--- config.mk ---
export PLATFORM = sky130hd
export DESIGN_NAME = rstk_ctrl
export DESIGN_NICKNAME = d
export VERILOG_FILES = /design/src/rtl/rstk_pkg.sv /design/src/rtl/rstk_lifo.sv /design/src/rtl/rstk_flagbank.sv /design/src/rtl/rstk_ctx.sv /design/src/rtl/rstk_ctrl.sv
export SDC_FILE = /design/constraint.sdc
export NUM_CORES = 1
export LEC_CHECK = 0
export ABC_AREA = 1
export ABC_CLOCK_PERIOD_IN_PS = 3100
export BUFFER_PORTS_ARGS = -buffer_cell sky130_fd_sc_hd__buf_2
export CAP_MARGIN = 30
export CORE_MARGIN = 2
export CORE_UTILIZATION = 36
export DETAILED_ROUTE_END_ITERATION = 10
export GPL_TIMING_DRIVEN = 0
export HOLD_SLACK_MARGIN = 0.08
export PLACE_DENSITY = 0.57
export SLEW_MARGIN = 20
export SYNTH_ARGS = -nofsm -noshare
export SYNTH_HDL_FRONTEND = slang
export SYNTH_SLANG_ARGS = --single-unit
--- constraint.sdc ---
create_clock -name clk -period 3.1 [get_ports clk]
set_clock_uncertainty 0.1 [all_clocks]
set_input_delay 0.155 -clock clk [delete_from_list [all_inputs] [get_ports clk]]
set_output_delay 0.155 -clock clk [all_outputs]
set_load 0.05 [all_outputs]
--- src/rtl/rstk_pkg.sv ---
package rstk_pkg;
  typedef enum logic [1:0] {
    CTX_NORM = 2'd0,
    CTX_INT  = 2'd1,
    CTX_NMI  = 2'd2
  } ctx_e;
endpackage

--- src/rtl/rstk_lifo.sv ---
module rstk_lifo #(
  parameter int AW    = 12,
  parameter int DEPTH = 6
) (
  input  logic          clk,
  input  logic          rst,
  input  logic          push,
  input  logic          pop,
  input  logic [AW-1:0] push_data,
  output logic          pop_valid,
  output logic [AW-1:0] pop_data,
  output logic          ovf,
  output logic          udf
);
  localparam int PW = (DEPTH > 1) ? $clog2(DEPTH) : 1;
  localparam int CW = $clog2(DEPTH + 1);
  localparam logic [PW-1:0] LAST = PW'(DEPTH - 1);
  localparam logic [CW-1:0] FULL = CW'(DEPTH);

  logic [AW-1:0] mem [DEPTH];
  logic [PW-1:0] wp, wp_inc, wp_dec;
  logic [CW-1:0] cnt;
  logic          empty, full;

  assign empty  = (cnt == '0);
  assign full   = (cnt == FULL);
  assign wp_inc = (wp == LAST) ? '0 : wp + 1'b1;
  assign wp_dec = (wp == '0) ? LAST : wp - 1'b1;

  // storage: no reset so it maps onto RAM
  always_ff @(posedge clk) begin
    if (push) mem[wp] <= push_data;
  end

  always_ff @(posedge clk) begin
    if (pop && !empty) pop_data <= mem[wp_dec];
  end

  always_ff @(posedge clk) begin
    if (rst) begin
      wp        <= '0;
      cnt       <= '0;
      pop_valid <= 1'b0;
      ovf       <= 1'b0;
      udf       <= 1'b0;
    end else begin
      pop_valid <= pop && !empty;
      if (push) begin
        wp <= wp_inc;
        if (full) ovf <= 1'b1;
        else      cnt <= cnt + 1'b1;
      end else if (pop) begin
        if (empty) udf <= 1'b1;
        else begin
          wp  <= wp_dec;
          cnt <= cnt - 1'b1;
        end
      end
    end
  end


  cnt_range_chk: assert property (@(posedge clk) disable iff (rst) cnt <= FULL);

  ovf_sticky_chk: assert property (@(posedge clk) disable iff (rst) ovf |=> ovf);

  udf_sticky_chk: assert property (@(posedge clk) disable iff (rst) udf |=> udf);

  empty_pop_chk: assert property (@(posedge clk) disable iff (rst)
    (pop && !push && empty) |=> (!pop_valid && udf));
endmodule

--- src/rtl/rstk_flagbank.sv ---
module rstk_flagbank #(
  parameter int NBANK = 3
) (
  input  logic       clk,
  input  logic       rst,
  input  logic [1:0] sel,
  input  logic       we,
  input  logic       c_in,
  input  logic       z_in,
  output logic       c_out,
  output logic       z_out
);
  logic [NBANK-1:0] c_q, z_q;

  for (genvar b = 0; b < NBANK; b++) begin : g_bank
    always_ff @(posedge clk) begin
      if (rst) begin
        c_q[b] <= 1'b0;
        z_q[b] <= 1'b0;
      end else if (we && sel == 2'(b)) begin
        c_q[b] <= c_in;
        z_q[b] <= z_in;
      end
    end


    bank_hold_chk: assert property (@(posedge clk) disable iff (rst)
      (sel != 2'(b)) |=> ($stable(c_q[b]) && $stable(z_q[b])));
  end

  always_comb begin
    c_out = 1'b0;
    z_out = 1'b0;
    for (int i = 0; i < NBANK; i++) begin
      if (sel == 2'(i)) begin
        c_out = c_q[i];
        z_out = z_q[i];
      end
    end
  end
endmodule

--- src/rtl/rstk_ctx.sv ---
module rstk_ctx
  import rstk_pkg::*;
#(
  parameter int            AW      = 12,
  parameter int            NSRC    = 4,
  parameter logic [AW-1:0] VEC_HI  = 12'hFF6,
  parameter logic [AW-1:0] NMI_VEC = 12'hFFC
) (
  input  logic            clk,
  input  logic            rst,
  input  logic            op_any,
  input  logic            reti_do,
  input  logic [NSRC-1:0] irq_req,
  input  logic            nmi_req,
  output logic            take_irq,
  output logic            take_nmi,
  output logic [NSRC-1:0] grant,
  output logic [AW-1:0]   vec,
  output ctx_e            ctx_q
);
  logic nmi_from_int;

  assign take_nmi = nmi_req && !op_any && (ctx_q != CTX_NMI);
  assign take_irq = (|irq_req) && !op_any && !take_nmi && (ctx_q == CTX_NORM);
  assign grant    = irq_req & (~irq_req + 1'b1);

  always_comb begin
    vec = NMI_VEC;
    if (!take_nmi) begin
      for (int i = 0; i < NSRC; i++) begin
        if (grant[i]) vec = VEC_HI - AW'(2 * i);
      end
    end
  end

  always_ff @(posedge clk) begin
    if (rst) begin
      ctx_q        <= CTX_NORM;
      nmi_from_int <= 1'b0;
    end else if (take_nmi) begin
      ctx_q        <= CTX_NMI;
      nmi_from_int <= (ctx_q == CTX_INT);
    end else if (take_irq) begin
      ctx_q <= CTX_INT;
    end else if (reti_do) begin
      case (ctx_q)
        CTX_NMI: ctx_q <= nmi_from_int ? CTX_INT : CTX_NORM;
        default: ctx_q <= CTX_NORM;
      endcase
    end
  end


  ctx_legal_chk: assert property (@(posedge clk) disable iff (rst) ctx_q != 2'd3);
endmodule

--- src/rtl/rstk_ctrl.sv ---
module rstk_ctrl
  import rstk_pkg::*;
#(
  parameter int            AW      = 12,
  parameter int            DEPTH   = 6,
  parameter int            NSRC    = 4,
  parameter logic [AW-1:0] VEC_HI  = 12'hFF6,
  parameter logic [AW-1:0] NMI_VEC = 12'hFFC
) (
  input  logic            clk,
  input  logic            rst,
  input  logic [AW-1:0]   pc_cur,
  input  logic            op_call,
  input  logic            op_ret,
  input  logic            op_reti,
  input  logic [NSRC-1:0] irq_req,
  input  logic            nmi_req,
  input  logic            flag_we,
  input  logic            c_in,
  input  logic            z_in,
  output logic [NSRC-1:0] irq_ack,
  output logic            nmi_ack,
  output logic            jump_valid,
  output logic [AW-1:0]   jump_addr,
  output logic [1:0]      ctx,
  output logic            c_out,
  output logic            z_out,
  output logic            ovf_flag,
  output logic            udf_flag
);
  logic            op_any, reti_do, push, pop;
  logic            take_irq, take_nmi;
  logic [NSRC-1:0] grant;
  logic [AW-1:0]   vec, vec_q;
  logic            vec_valid_q, pop_valid;
  logic [AW-1:0]   pop_data;
  ctx_e            ctx_q;

  assign op_any  = op_call | op_ret | op_reti;
  assign reti_do = op_reti && !op_call && !op_ret;
  assign push    = op_call | take_irq | take_nmi;
  assign pop     = !op_call && (op_ret || op_reti);

  rstk_ctx #(.AW(AW), .NSRC(NSRC), .VEC_HI(VEC_HI), .NMI_VEC(NMI_VEC)) u_ctx (
    .clk(clk), .rst(rst), .op_any(op_any), .reti_do(reti_do),
    .irq_req(irq_req), .nmi_req(nmi_req),
    .take_irq(take_irq), .take_nmi(take_nmi), .grant(grant), .vec(vec),
    .ctx_q(ctx_q)
  );

  rstk_lifo #(.AW(AW), .DEPTH(DEPTH)) u_lifo (
    .clk(clk), .rst(rst), .push(push), .pop(pop), .push_data(pc_cur),
    .pop_valid(pop_valid), .pop_data(pop_data), .ovf(ovf_flag), .udf(udf_flag)
  );

  rstk_flagbank #(.NBANK(3)) u_flags (
    .clk(clk), .rst(rst), .sel(ctx_q), .we(flag_we), .c_in(c_in), .z_in(z_in),
    .c_out(c_out), .z_out(z_out)
  );

  always_ff @(posedge clk) begin
    if (rst) begin
      irq_ack     <= '0;
      nmi_ack     <= 1'b0;
      vec_valid_q <= 1'b0;
      vec_q       <= '0;
    end else begin
      irq_ack     <= take_irq ? grant : '0;
      nmi_ack     <= take_nmi;
      vec_valid_q <= take_irq | take_nmi;
      vec_q       <= vec;
    end
  end

  assign jump_valid = pop_valid | vec_valid_q;
  assign jump_addr  = vec_valid_q ? vec_q : pop_data;
  assign ctx        = ctx_q;


  ack_onehot_chk: assert property (@(posedge clk) disable iff (rst) $onehot0({nmi_ack, irq_ack}));

  nmi_vec_chk: assert property (@(posedge clk) disable iff (rst)
    nmi_ack |-> (jump_valid && jump_addr == NMI_VEC));

  nmi_ctx_chk: assert property (@(posedge clk) disable iff (rst) nmi_ack |-> (ctx == 2'd2));

  masked_ctx_chk: assert property (@(posedge clk) disable iff (rst)
    (ctx != 2'd0) |=> (irq_ack == '0));

  op_block_chk: assert property (@(posedge clk) disable iff (rst)
    op_any |=> (!nmi_ack && irq_ack == '0));
endmodule

# Word-level counts from Yosys, hierarchy flattened

Memory sizes are Yosys's and may differ from the RTL's. A register that Yosys moved wholly into a read port is not among the register bits.
Cells that the tools add are included.

Add/sub/neg operators: 5
Equality and inequality tests: 7
Muxes and demuxes: 28
Bitwise gates (word level): 10
Reduce and logical (&&, ||, !) cells: 33

Operator list:

| kind                | number |
|---|---|
| $mux 3              | 9 |
| $mux 12             | 2 |
| $mux 4              | 4 |
| $logic_and 1x1->1   | 12 |
| $mux 1              | 9 |
| $mux 2              | 4 |
| $add 3x1->3 const B | 2 |
| $eq 3x3->1 const B  | 2 |
| $logic_not 3->1     | 2 |
| $ne 2x2->1 const B  | 3 |
| $or 1x1->1          | 6 |
| $reduce_and 3->1    | 2 |
| $sub 3x1->3 const B | 2 |
| $logic_not 1->1     | 5 |
| $reduce_or 5->1     | 1 |
| $add 4x1->4 const B | 1 |
| $and 4x4->4         | 1 |
| $not 4->4           | 1 |
| $reduce_and 2->1    | 2 |
| $reduce_bool 2->1   | 2 |
| $reduce_or 2->1     | 2 |
| $reduce_or 4->1     | 1 |
| $reduce_bool 3->1   | 1 |
| $reduce_or 3->1     | 1 |
| other kinds (5)     | 6 |

Register bits after elaboration: 36
Memory bits (writable): 72
Input port bits: 25
Output and inout bits: 24
Logic and storage cells: 104
Memories kept: 1

Memories:

| memory     | depth | width | read ports | clocked after memory_dff | write ports | RTL line        | RTL |
|---|---|---|---|---|---|---|---|
| u_lifo.mem | 6     | 12    | 1          | 1                        | 1           | rstk_lifo.sv:20 | `logic [AW-1:0] mem [DEPTH];` |

# Logic depth before layout (Yosys ltp)

Gate-level depths: netlist (run 1).

Depth in word-level cells: 12
Depth in mapped cells: 15
Depth with buffers taken out: 14

# Hierarchy

Synthesis (run 1) repeated with hierarchy kept, for this count alone.

Cells, all modules: 504
Area total of the unflattened synthesis: 5038.6 um^2

Modules (own cells, without submodules):

| module        | instances | cells an instance | area an instance (um^2) | seq. area each (um^2) |
|---|---|---|---|---|
| rstk_lifo     | 1         | 300               | 3693.5                  | 2702.6 |
| rstk_ctrl     | 1         | 104               | 700.7                   | 360.3 |
| rstk_ctx      | 1         | 50                | 324.1                   | 60.1 |
| rstk_flagbank | 1         | 50                | 320.3                   | 120.1 |

# Worst setup path before layout (run 1)

Ideal clock, no wire load.

Path type: reg-to-reg
Start: register u_ctx.ctx_q[1]
End: register u_lifo.cnt[2]
Setup time: 0.115 ns
Arrival time: 2.124 ns
Data required time: 2.885 ns
Slack: 0.761 ns
Stages on the path, launching flop included: 16
Buffers on the path: 1
Period minus slack after synthesis: 2.339 ns
Path through: dfxtp_1 > inv_1 > nor2_4 > nor2_2 > nand2_4 > nand3_2 > buf_6 > xor2_1 > inv_1 > ha_1 > nor2_1 > nand4_1 > nand2_2 > nand3_1 > nand2_1 > nor2_1

Cells in the longest elaborated chain, start to end: 9
Elaborated cells between the ends (all ways): 13
Classes of those cells: eq/ne: 3; mux: 1; bitwise: 2; reduce/logical: 7

RTL lines:

| what                                                                    | RTL line        | RTL |
|---|---|---|
| start, declared                                                         | rstk_ctx.sv:19  | `output ctx_e ctx_q` |
| start signal, assigned                                                  | rstk_ctx.sv:47  | `CTX_NMI: ctx_q <= nmi_from_int ? CTX_INT : CTX_NORM;` |
| $ne 2x2->1                                                              | rstk_ctx.sv:23  | `assign take_nmi = nmi_req && !op_any && (ctx_q != CTX_NMI);` |
| $logic_and 1x1->1                                                       | rstk_ctx.sv:23  |  |
| $logic_not 1->1                                                         | rstk_ctx.sv:24  | `assign take_irq = (\|irq_req) && !op_any && !take_nmi && (ctx_q == CTX_NORM);` |
| $logic_and 1x1->1 (2 in series)                                         | rstk_ctx.sv:24  |  |
| $or 1x1->1                                                              | rstk_ctrl.sv:41 | `assign push = op_call \| take_irq \| take_nmi;` |
| $or 1x1->1 *                                                            | rstk_ctrl.sv:41 |  |
| $ne 2x2->1 (no source line) / $reduce_bool 2->1 (equally long branches) | n/a             |  |
| $reduce_and 3->1 (no source line)                                       | n/a             |  |
| end signal, assigned                                                    | rstk_lifo.sv:51 | `else cnt <= cnt + 1'b1;` |
| end signal, assigned                                                    | rstk_lifo.sv:56 | `cnt <= cnt - 1'b1;` |
| end, declared                                                           | rstk_lifo.sv:22 | `logic [CW-1:0] cnt;` |

Every way passes the cells marked *; elsewhere a longest branch is shown, timed or not.
A chain may end at the register's enable or synchronous reset.

# Worst setup path after layout (run 1)

Start: register u_lifo.wp[2]
End: register u_lifo.pop_data[10], read port of u_lifo.mem, data pin

Cells in the longest elaborated chain, start to end: 2
Elaborated cells between the ends (all ways): 3
Classes of those cells: add/sub: 1; mux: 1; reduce/logical: 1

RTL lines:

| what                                                  | RTL line        | RTL |
|---|---|---|
| start, declared                                       | rstk_lifo.sv:21 | `logic [PW-1:0] wp, wp_inc, wp_dec;` |
| start signal, assigned                                | rstk_lifo.sv:49 | `wp <= wp_inc;` |
| start signal, assigned                                | rstk_lifo.sv:55 | `wp <= wp_dec;` |
| $sub 3x1->3 / $logic_not 3->1 (equally long branches) | rstk_lifo.sv:28 | `assign wp_dec = (wp == '0) ? LAST : wp - 1'b1;` |
| $mux 3 *                                              | rstk_lifo.sv:28 |  |
| end, declared                                         | rstk_lifo.sv:11 | `output logic [AW-1:0] pop_data,` |

Marked as above.

==> flow_summary.toml, run 1 <==
[global_routing]
grt_pass1_vias = 3138
grt_pass1_wl_microns = 15540
antenna_found_initial = 0
grt_use_total_pct = 15.54
grt_max_degree = 19
grt.overflow.total = 0

[sta]
worst_slack_ns = 0.6777
hold_viol_final = 0
maxSlewHeadroom_pct = 57.67
rsz0062_at_grt = "false"
setup_viol = 0
setup_tns_ns = 0
clock.fmax_mhz = 412.8
slew_viol_final = 0
period_share_pct = 78.14
period_needed_ns = 2.422
worst_pin_slew_ns = 0.6343

[place]
placedCellCount = 648
place_congestion = 0.8178
port_buffers = 47
pre_cts_slack_ns = 0.7459
placed_area_sq_um = 5017
dp.final_hpwl_microns = 6641

[setup_path]
path_class = "reg2reg"
slowest_stage = "dfxtp_1"
crit_top_cell = "inv_1"
crit_family = "buffers and inverters"
cp_max_fo = 10
cp-start-kind = "flop"
critPathRequiredTime_ns = 3.10
r2r_slack_ns = 0.68
slowest_delay_ns = 0.44
arrival_ns = 2.42
crit_chain = "inv_1 -> ha_1 -> inv_1 -> nand2_2 -> inv_2 -> buf_2 -> nor2_1 -> o32ai_1"
path_buf_inv = 4
end_kind = "flop"

[job]
cap_violations = 0

[clock_tree]
clk_pin_slew_ns = 0.07
cts_tree = "built"
htreeDepth = 3
clock-root-buffer = "clkbuf_16"
cts_resized = 0
clock_latency_ns = 0.35
postCtsHoldBufs = 23
post-cts-setup-buffers = 0
cts_buffer_depth = 2
cts_sinks = 112
cts_buffers = 9

[cells_and_area]
areaGrowthSynthToFinish_pct = 21.81
num-nets-final = 537
layout-drive-gt1-share_pct = 17.28
fin_area_sq_um = 5563
final_cells = 687
antennaDiodeCount = 0

[drt]
drt_iter0_markers = 169
drc = 0
wl_met1_microns = 4597
routed-wl-met3_microns = 549
drt-wirelength-per-cell_microns = 14.52
dr.pass1.iters = 4
wirelength_microns = 9975
drt-vias-per-instance = 4.684
ant_nets = 0
top_layer = "met4"
route.met2.wl_microns = 4641
vias = 3218

[floorplan]
die_y_microns = 116.6
boundaryPins = 49
die_area_sq_um = 13600
initial_utilization_pct = 36.49
fp-row-count = 41
core_sq_um = 12520
die_x_microns = 116.6

[yosys]
yosysWarningCount = 0
synth_seq_cells = 112
synthDistinctLibCells = 34
synth_nets = 456
ys_seq_area_share_pct = 67.51
yosysTopAreaCell = "edfxtp_1"
syn-instance-count = 429
synthTopCellsByArea = "edfxtp_1, dfxtp_1, nand2_1, nor2_1, inv_1"
avgSynthCellArea_sq_um = 10.65
synth_top_cell_area_share_pct = 55.23
synth_area_sq_um = 4567

[outcome]
outcome = "finished, final reports clean"

[power]
p_per_area_nw_per_um2 = 679.2
p_total_mw = 3.778
ir_drop_mv = 0.3145
leakagePower_nw = 2.279

[min_path]
min_path_type = "in2reg"
## sequential cells by signal (all words and copies together), names as in the netlist
signal / flops
u_lifo.mem: 72
u_flags.c_q: 3
u_lifo.cnt: 3
u_ctx.nmi_from_int: 1
u_lifo.pop_data: 12
u_lifo.pop_valid: 1
u_flags.z_q: 3
u_lifo.udf: 1
u_lifo.wp: 3
vec_valid_q: 1
vec_q: 4
nmi_ack: 1
u_ctx.ctx_q: 2
irq_ack: 4
u_lifo.ovf: 1
## cells by family (layout without fill, tap and decap cells)
| kind of cell | after synthesis | count (layout) | synth area share, % |
|---|---|---|---|
| adders and majority gates | 2 | 2 | 0.5479 |
| DFF | 112 | 112 | 67.51 |
| buffers and inverters | 54 | 140 | 4.932 |
| xor gates and xnor gates | 2 | 2 | 0.3836 |
| AOI/OAI and AO/OA | 58 | 58 | 7.617 |
| and+or+nand+nor | 201 | 201 | 19.01 |
## worst min-delay path: cells and delay by family
family	cells	cell delay [ns]
AO/OA/AOI/OAI	1	0.17
buffers and inverters	2	0.16
AND/OR/NAND/NOR	1	0.05
## metrics by stage
stage	util, %	hold slack, ns
6_report	44.44	0.1247
5_1_grt	44.44	0.1592
4_1_cts	44.44	0.1121
3_5_place_dp	40.08	0.3013
3_3_place_gp	40.08	0.2950
2_1_floorplan	-	0.1539
## cell usage in the layout, fill, tap and decap left out, types with 5 or more instances in the layout
master,count
a21oi_1,14
and3_1,8
buf_2,51
clkbuf_1,9
clkbuf_16,9
dfxtp_1,28
dlygate4sd3_1,23
edfxtp_1,84
inv_1,37
nand2_1,111
nand3_1,14
nor2_1,50
o21ai_0,20
o21ai_1,5
o32ai_1,8
## worst paths after layout
path,start,endpoint,cells after the start
setup reg to reg,u_lifo.wp[2],u_lifo.pop_data[10],8
hold / removal,op_reti,u_ctx.ctx_q[1],4
setup / recovery,u_lifo.wp[2],u_lifo.pop_data[10],8
hold reg to reg,u_lifo.ovf,u_lifo.ovf,2
## report_power, final
group	total, mW	internal (mW)	leakage (nW)	switching (mW)
clock network	1.23	0.712	0.154	0.516
logic	0.757	0.222	1.13	0.535
registers	1.79	1.75	0.999	0.0395
total	3.78	2.69	2.28	1.09
## cell usage after synthesis
master / n
nand4_2: 1
nor2_4: 2
o21ai_1: 5
inv_2: 2
or2_2: 2
a31oi_1: 1
ha_1: 2
nor2_1: 50
o221ai_1: 2
nand2_4: 2
o21ai_0: 20
buf_2: 4
a21oi_2: 3
inv_1: 37
nand2_1: 111
nand4_1: 1
edfxtp_1: 84
nor3_1: 2
buf_4: 1
buf_6: 1
nand2_2: 4
nand3_2: 2
clkbuf_2: 1
dfxtp_1: 28
clkinv_4: 1
and3_1: 8
nand3_1: 14
nor2_2: 2
xor2_1: 2
o31ai_1: 1
o22ai_1: 4
a21oi_1: 14
o32ai_1: 8
clkbuf_1: 7
## routing by layer
layer  global-route usage, %  up-vias
li1                        -     1613
met1                   19.70     1491
met2                   25.43       99
met3                   3.010       15
met4                   8.000        0
met5                       0        -
## final cells by class
type / count / area [sq um]
Tap cell: 172 / 215.2
Clock buffer: 11 / 232.7
Clock inverter: 5 / 82.58
Multi-Input combinational cell: 263 / 1259
Timing Repair Buffer: 70 / 465.4
Fill cell: 1223 / 6954
Sequential cell: 112 / 3083
Buffer: 14 / 70.07
Inverter: 40 / 155.1
No activity file was read; power rests on OpenSTA's default activity.
==> inputs of run 2 (changes only) <==
--- a/config.mk
+++ b/config.mk
@@ -6,7 +6,7 @@
 export NUM_CORES = 1
 export LEC_CHECK = 0
 export ABC_AREA = 1
-export ABC_CLOCK_PERIOD_IN_PS = 3100
+export ABC_CLOCK_PERIOD_IN_PS = 2000
 export BUFFER_PORTS_ARGS = -buffer_cell sky130_fd_sc_hd__buf_2
 export CAP_MARGIN = 30
 export CORE_MARGIN = 2
@@ -14,7 +14,7 @@
 export DETAILED_ROUTE_END_ITERATION = 10
 export GPL_TIMING_DRIVEN = 0
 export HOLD_SLACK_MARGIN = 0.08
-export PLACE_DENSITY = 0.57
+export PLACE_DENSITY = 0.59
 export SLEW_MARGIN = 20
 export SYNTH_ARGS = -nofsm -noshare
 export SYNTH_HDL_FRONTEND = slang
==> constraint.sdc (replaced) <==
create_clock -name clk -period 2 [get_ports clk]
set_clock_uncertainty 0.1 [all_clocks]
set_input_delay 0.1 -clock clk [delete_from_list [all_inputs] [get_ports clk]]
set_output_delay 0.1 -clock clk [all_outputs]
set_load 0.05 [all_outputs]
==> run 2 against run 1 <==
Effect of this change:
- clock-buffer cell count fell by 2
- sequential power grew 56%
- flip-flop and latch count unchanged
- total power is 59% higher
- hold slack worse by 0.014 ns
- clock power is 51% higher
- register-to-register slack worse by 0.61 ns
- first-iteration DRC count rose by 14%
- maximum frequency up 25%
- wire length increased by 2.5%
- via count grew 3.8%
- setup slack worse by 0.61 ns
==> flow_summary.toml, run 2 (same netlist as run 1, synthesis figures left out) <==
[power]
p_int_mw = 4.160
pwr-share-clk_pct = 31.1
ir_drop_mv = 0.4684
netSwitchingPower_mw = 1.829
switching_share_pct = 30.54
combPwrFrac_pct = 22.4
seqPwrFrac_pct = 46.5
p_per_area_nw_per_um2 = 1020
leakagePower_nw = 2.357

[global_routing]
antenna_found_initial = 0
grt_max_degree = 21
grt.overflow.total = 0
grt_pass1_vias = 3285
grt_use_total_pct = 15.92
grt_pass1_wl_microns = 16350

[sta]
setup_viol = 0
hold_viol_final = 0
worst_pin_slew_ns = 0.5678
clock.fmax_mhz = 516.9
slew_viol_final = 0
rsz0062_at_grt = "true"
period_needed_ns = 1.935
maxSlewHeadroom_pct = 62.11
period_share_pct = 96.73

[drt]
drt_iter0_markers = 192
route.met2.wl_microns = 4934
routed-wl-met3_microns = 440
drc = 0
drt-vias-per-instance = 4.765
vias = 3340
ant_nets = 0
top_layer = "met4"
wl_met1_microns = 4679
dr.pass1.iters = 4
wirelength_microns = 10220
drt-wirelength-per-cell_microns = 14.58

[place]
placed_area_sq_um = 5037
port_buffers = 47
placedCellCount = 648
dp.final_hpwl_microns = 6584
place_congestion = 0.7888

[cells_and_area]
largest_register_ffs = 72
mostFrequentLayoutCells = "nand2_1, edfxtp_1, buf_2"
seqCellArea_sq_um = 3097
fin_area_sq_um = 5869
reg_top3 = "u_lifo.mem: 72 flops, u_lifo.pop_data: 12 flops"
areaGrowthSynthToFinish_pct = 28.52
multiInputGateArea_sq_um = 1370
fill_cells = 1193
num-nets-final = 551
final_common_cell = "nand2_1"
layout-drive-gt1-share_pct = 25.14
antennaDiodeCount = 0
regMostFlops = "u_lifo.mem"
final_cells = 701

[clock_tree]
clock_latency_ns = 0.36
clk_pin_slew_ns = 0.07
cts_buffers = 9
cts_sinks = 112
cts_tree = "built"
cts_buffer_depth = 2
htreeDepth = 3
clock-root-buffer = "clkbuf_16"

[setup_path]
path_class = "reg2reg"
crit_family = "simple AND/OR/NAND/NOR gates"
cp-start-kind = "flop"
critPathRequiredTime_ns = 2.15
end_kind = "flop"
path_buf_inv = 4
slowest_delay_ns = 0.38
cp_max_fo = 8
arrival_ns = 2.08
crit_chain = "inv_4 -> nor2_4 -> nor2_4 -> nand2_4 -> nand3_4 -> buf_8 -> xor2_1 -> inv_1 -> ha_2 -> buf_4 -> nand2_2 -> nand2_2 -> a21oi_1 -> nor2_1"
slowest_stage = "dfxtp_4"

[floorplan]
fp-row-count = 41
core_sq_um = 12520
die_area_sq_um = 13600
die_x_microns = 116.6
boundaryPins = 49
initial_utilization_pct = 36.49
die_y_microns = 116.6

[job]
cap_violations = 0

[outcome]
outcome = "finished, final reports clean"

[min_path]
min_path_type = "in2reg"
==> run 2: cell types whose count changed in the layout (fill, tap and decap cells not counted), sizes merged <==
cell and delta:
clkbuf -4, bufinv -1, inv -3, clkinv +1
clkinvlp +5, buf +12, dlygate4sd3 +4
==> run 2: power by group through the flow <==
stage | combinational (mW) | sequential (mW) | clock, mW
6_report | 1.34 | 2.79 | 1.86
5_1_grt | 1.46 | 2.81 | 1.98
4_1_cts | 1.28 | 2.78 | 1.91
3_5_place_dp | 1.15 | 2.83 | 0
3_3_place_gp | 1.13 | 2.82 | 0
2_1_floorplan | 0.788 | 2.83 | 0
==> run 2: layout make-up <==
type | count | share of cell area [%]
buffer | 13 | 1.641
clock buffer | 9 | 3.837
clock inverter | 7 | 1.492
inverter | 40 | 3.027
multi-input combinational | 263 | 23.34
sequential | 112 | 52.76
tap | 172 | 3.667
timing repair buffer | 85 | 10.23
==> run 2: timing repair <==
action                                  CTS  global route
pin swaps                                 2            10
resized for setup                        28            21
endpoints found under the hold margin    91             0
endpoints found under the setup margin   61            30
hold buffers                             27             0
buffers inserted                          4             7
==> run 2: metal layers <==
layer | track usage, % | vias up
li1 | - | 1643
met1 | 20.28 | 1609
met2 | 26.74 | 75
met3 | 3.321 | 13
met4 | 6.196 | 0
met5 | 0 | -
==> run 2: path summary, 6_finish.rpt <==
check / slack [ns] / from / endpoint / cells past startpoint
setup / recovery: 0.07 / u_ctx.ctx_q[1] / u_lifo.cnt[2] / 14
hold / removal: 0.11 / op_reti / u_lifo.udf / 5
setup reg to reg: 0.07 / u_ctx.ctx_q[1] / u_lifo.cnt[2] / 14
hold reg to reg: 0.36 / u_flags.z_q[2] / u_flags.z_q[2] / 2
==> run 2: stage by stage <==
| stage | setup WS (ns) | power, mW | TNS, ns | util, % | hold slack, ns |
|---|---|---|---|---|---|
| 6_report | 0.06537 | 5.989 | 0 | 46.89 | 0.1103 |
| 5_1_grt | -0.08145 | 6.247 | -0.1772 | 46.89 | 0.1675 |
| 4_1_cts | 0.01127 | 5.972 | 0 | 46.07 | 0.08722 |
| 3_5_place_dp | -0.3586 | 3.977 | -7.409 | 40.24 | 0.2471 |
| 3_3_place_gp | -0.3282 | 3.953 | -6.311 | 40.24 | 0.2420 |
| 2_1_floorplan | 0.008286 | 3.622 | 0 | - | 0.09887 |
==> run 2: worst register-to-register path, cell delays in order (launching register included) <==
cell,delay (ns)
dfxtp_4,0.38
inv_4,0.04
nor2_4,0.13
nor2_4,0.06
nand2_4,0.07
nand3_4,0.07
buf_8,0.15
xor2_1,0.13
inv_1,0.06
ha_2,0.19
buf_4,0.14
nand2_2,0.06
nand2_2,0.06
a21oi_1,0.14
nor2_1,0.05
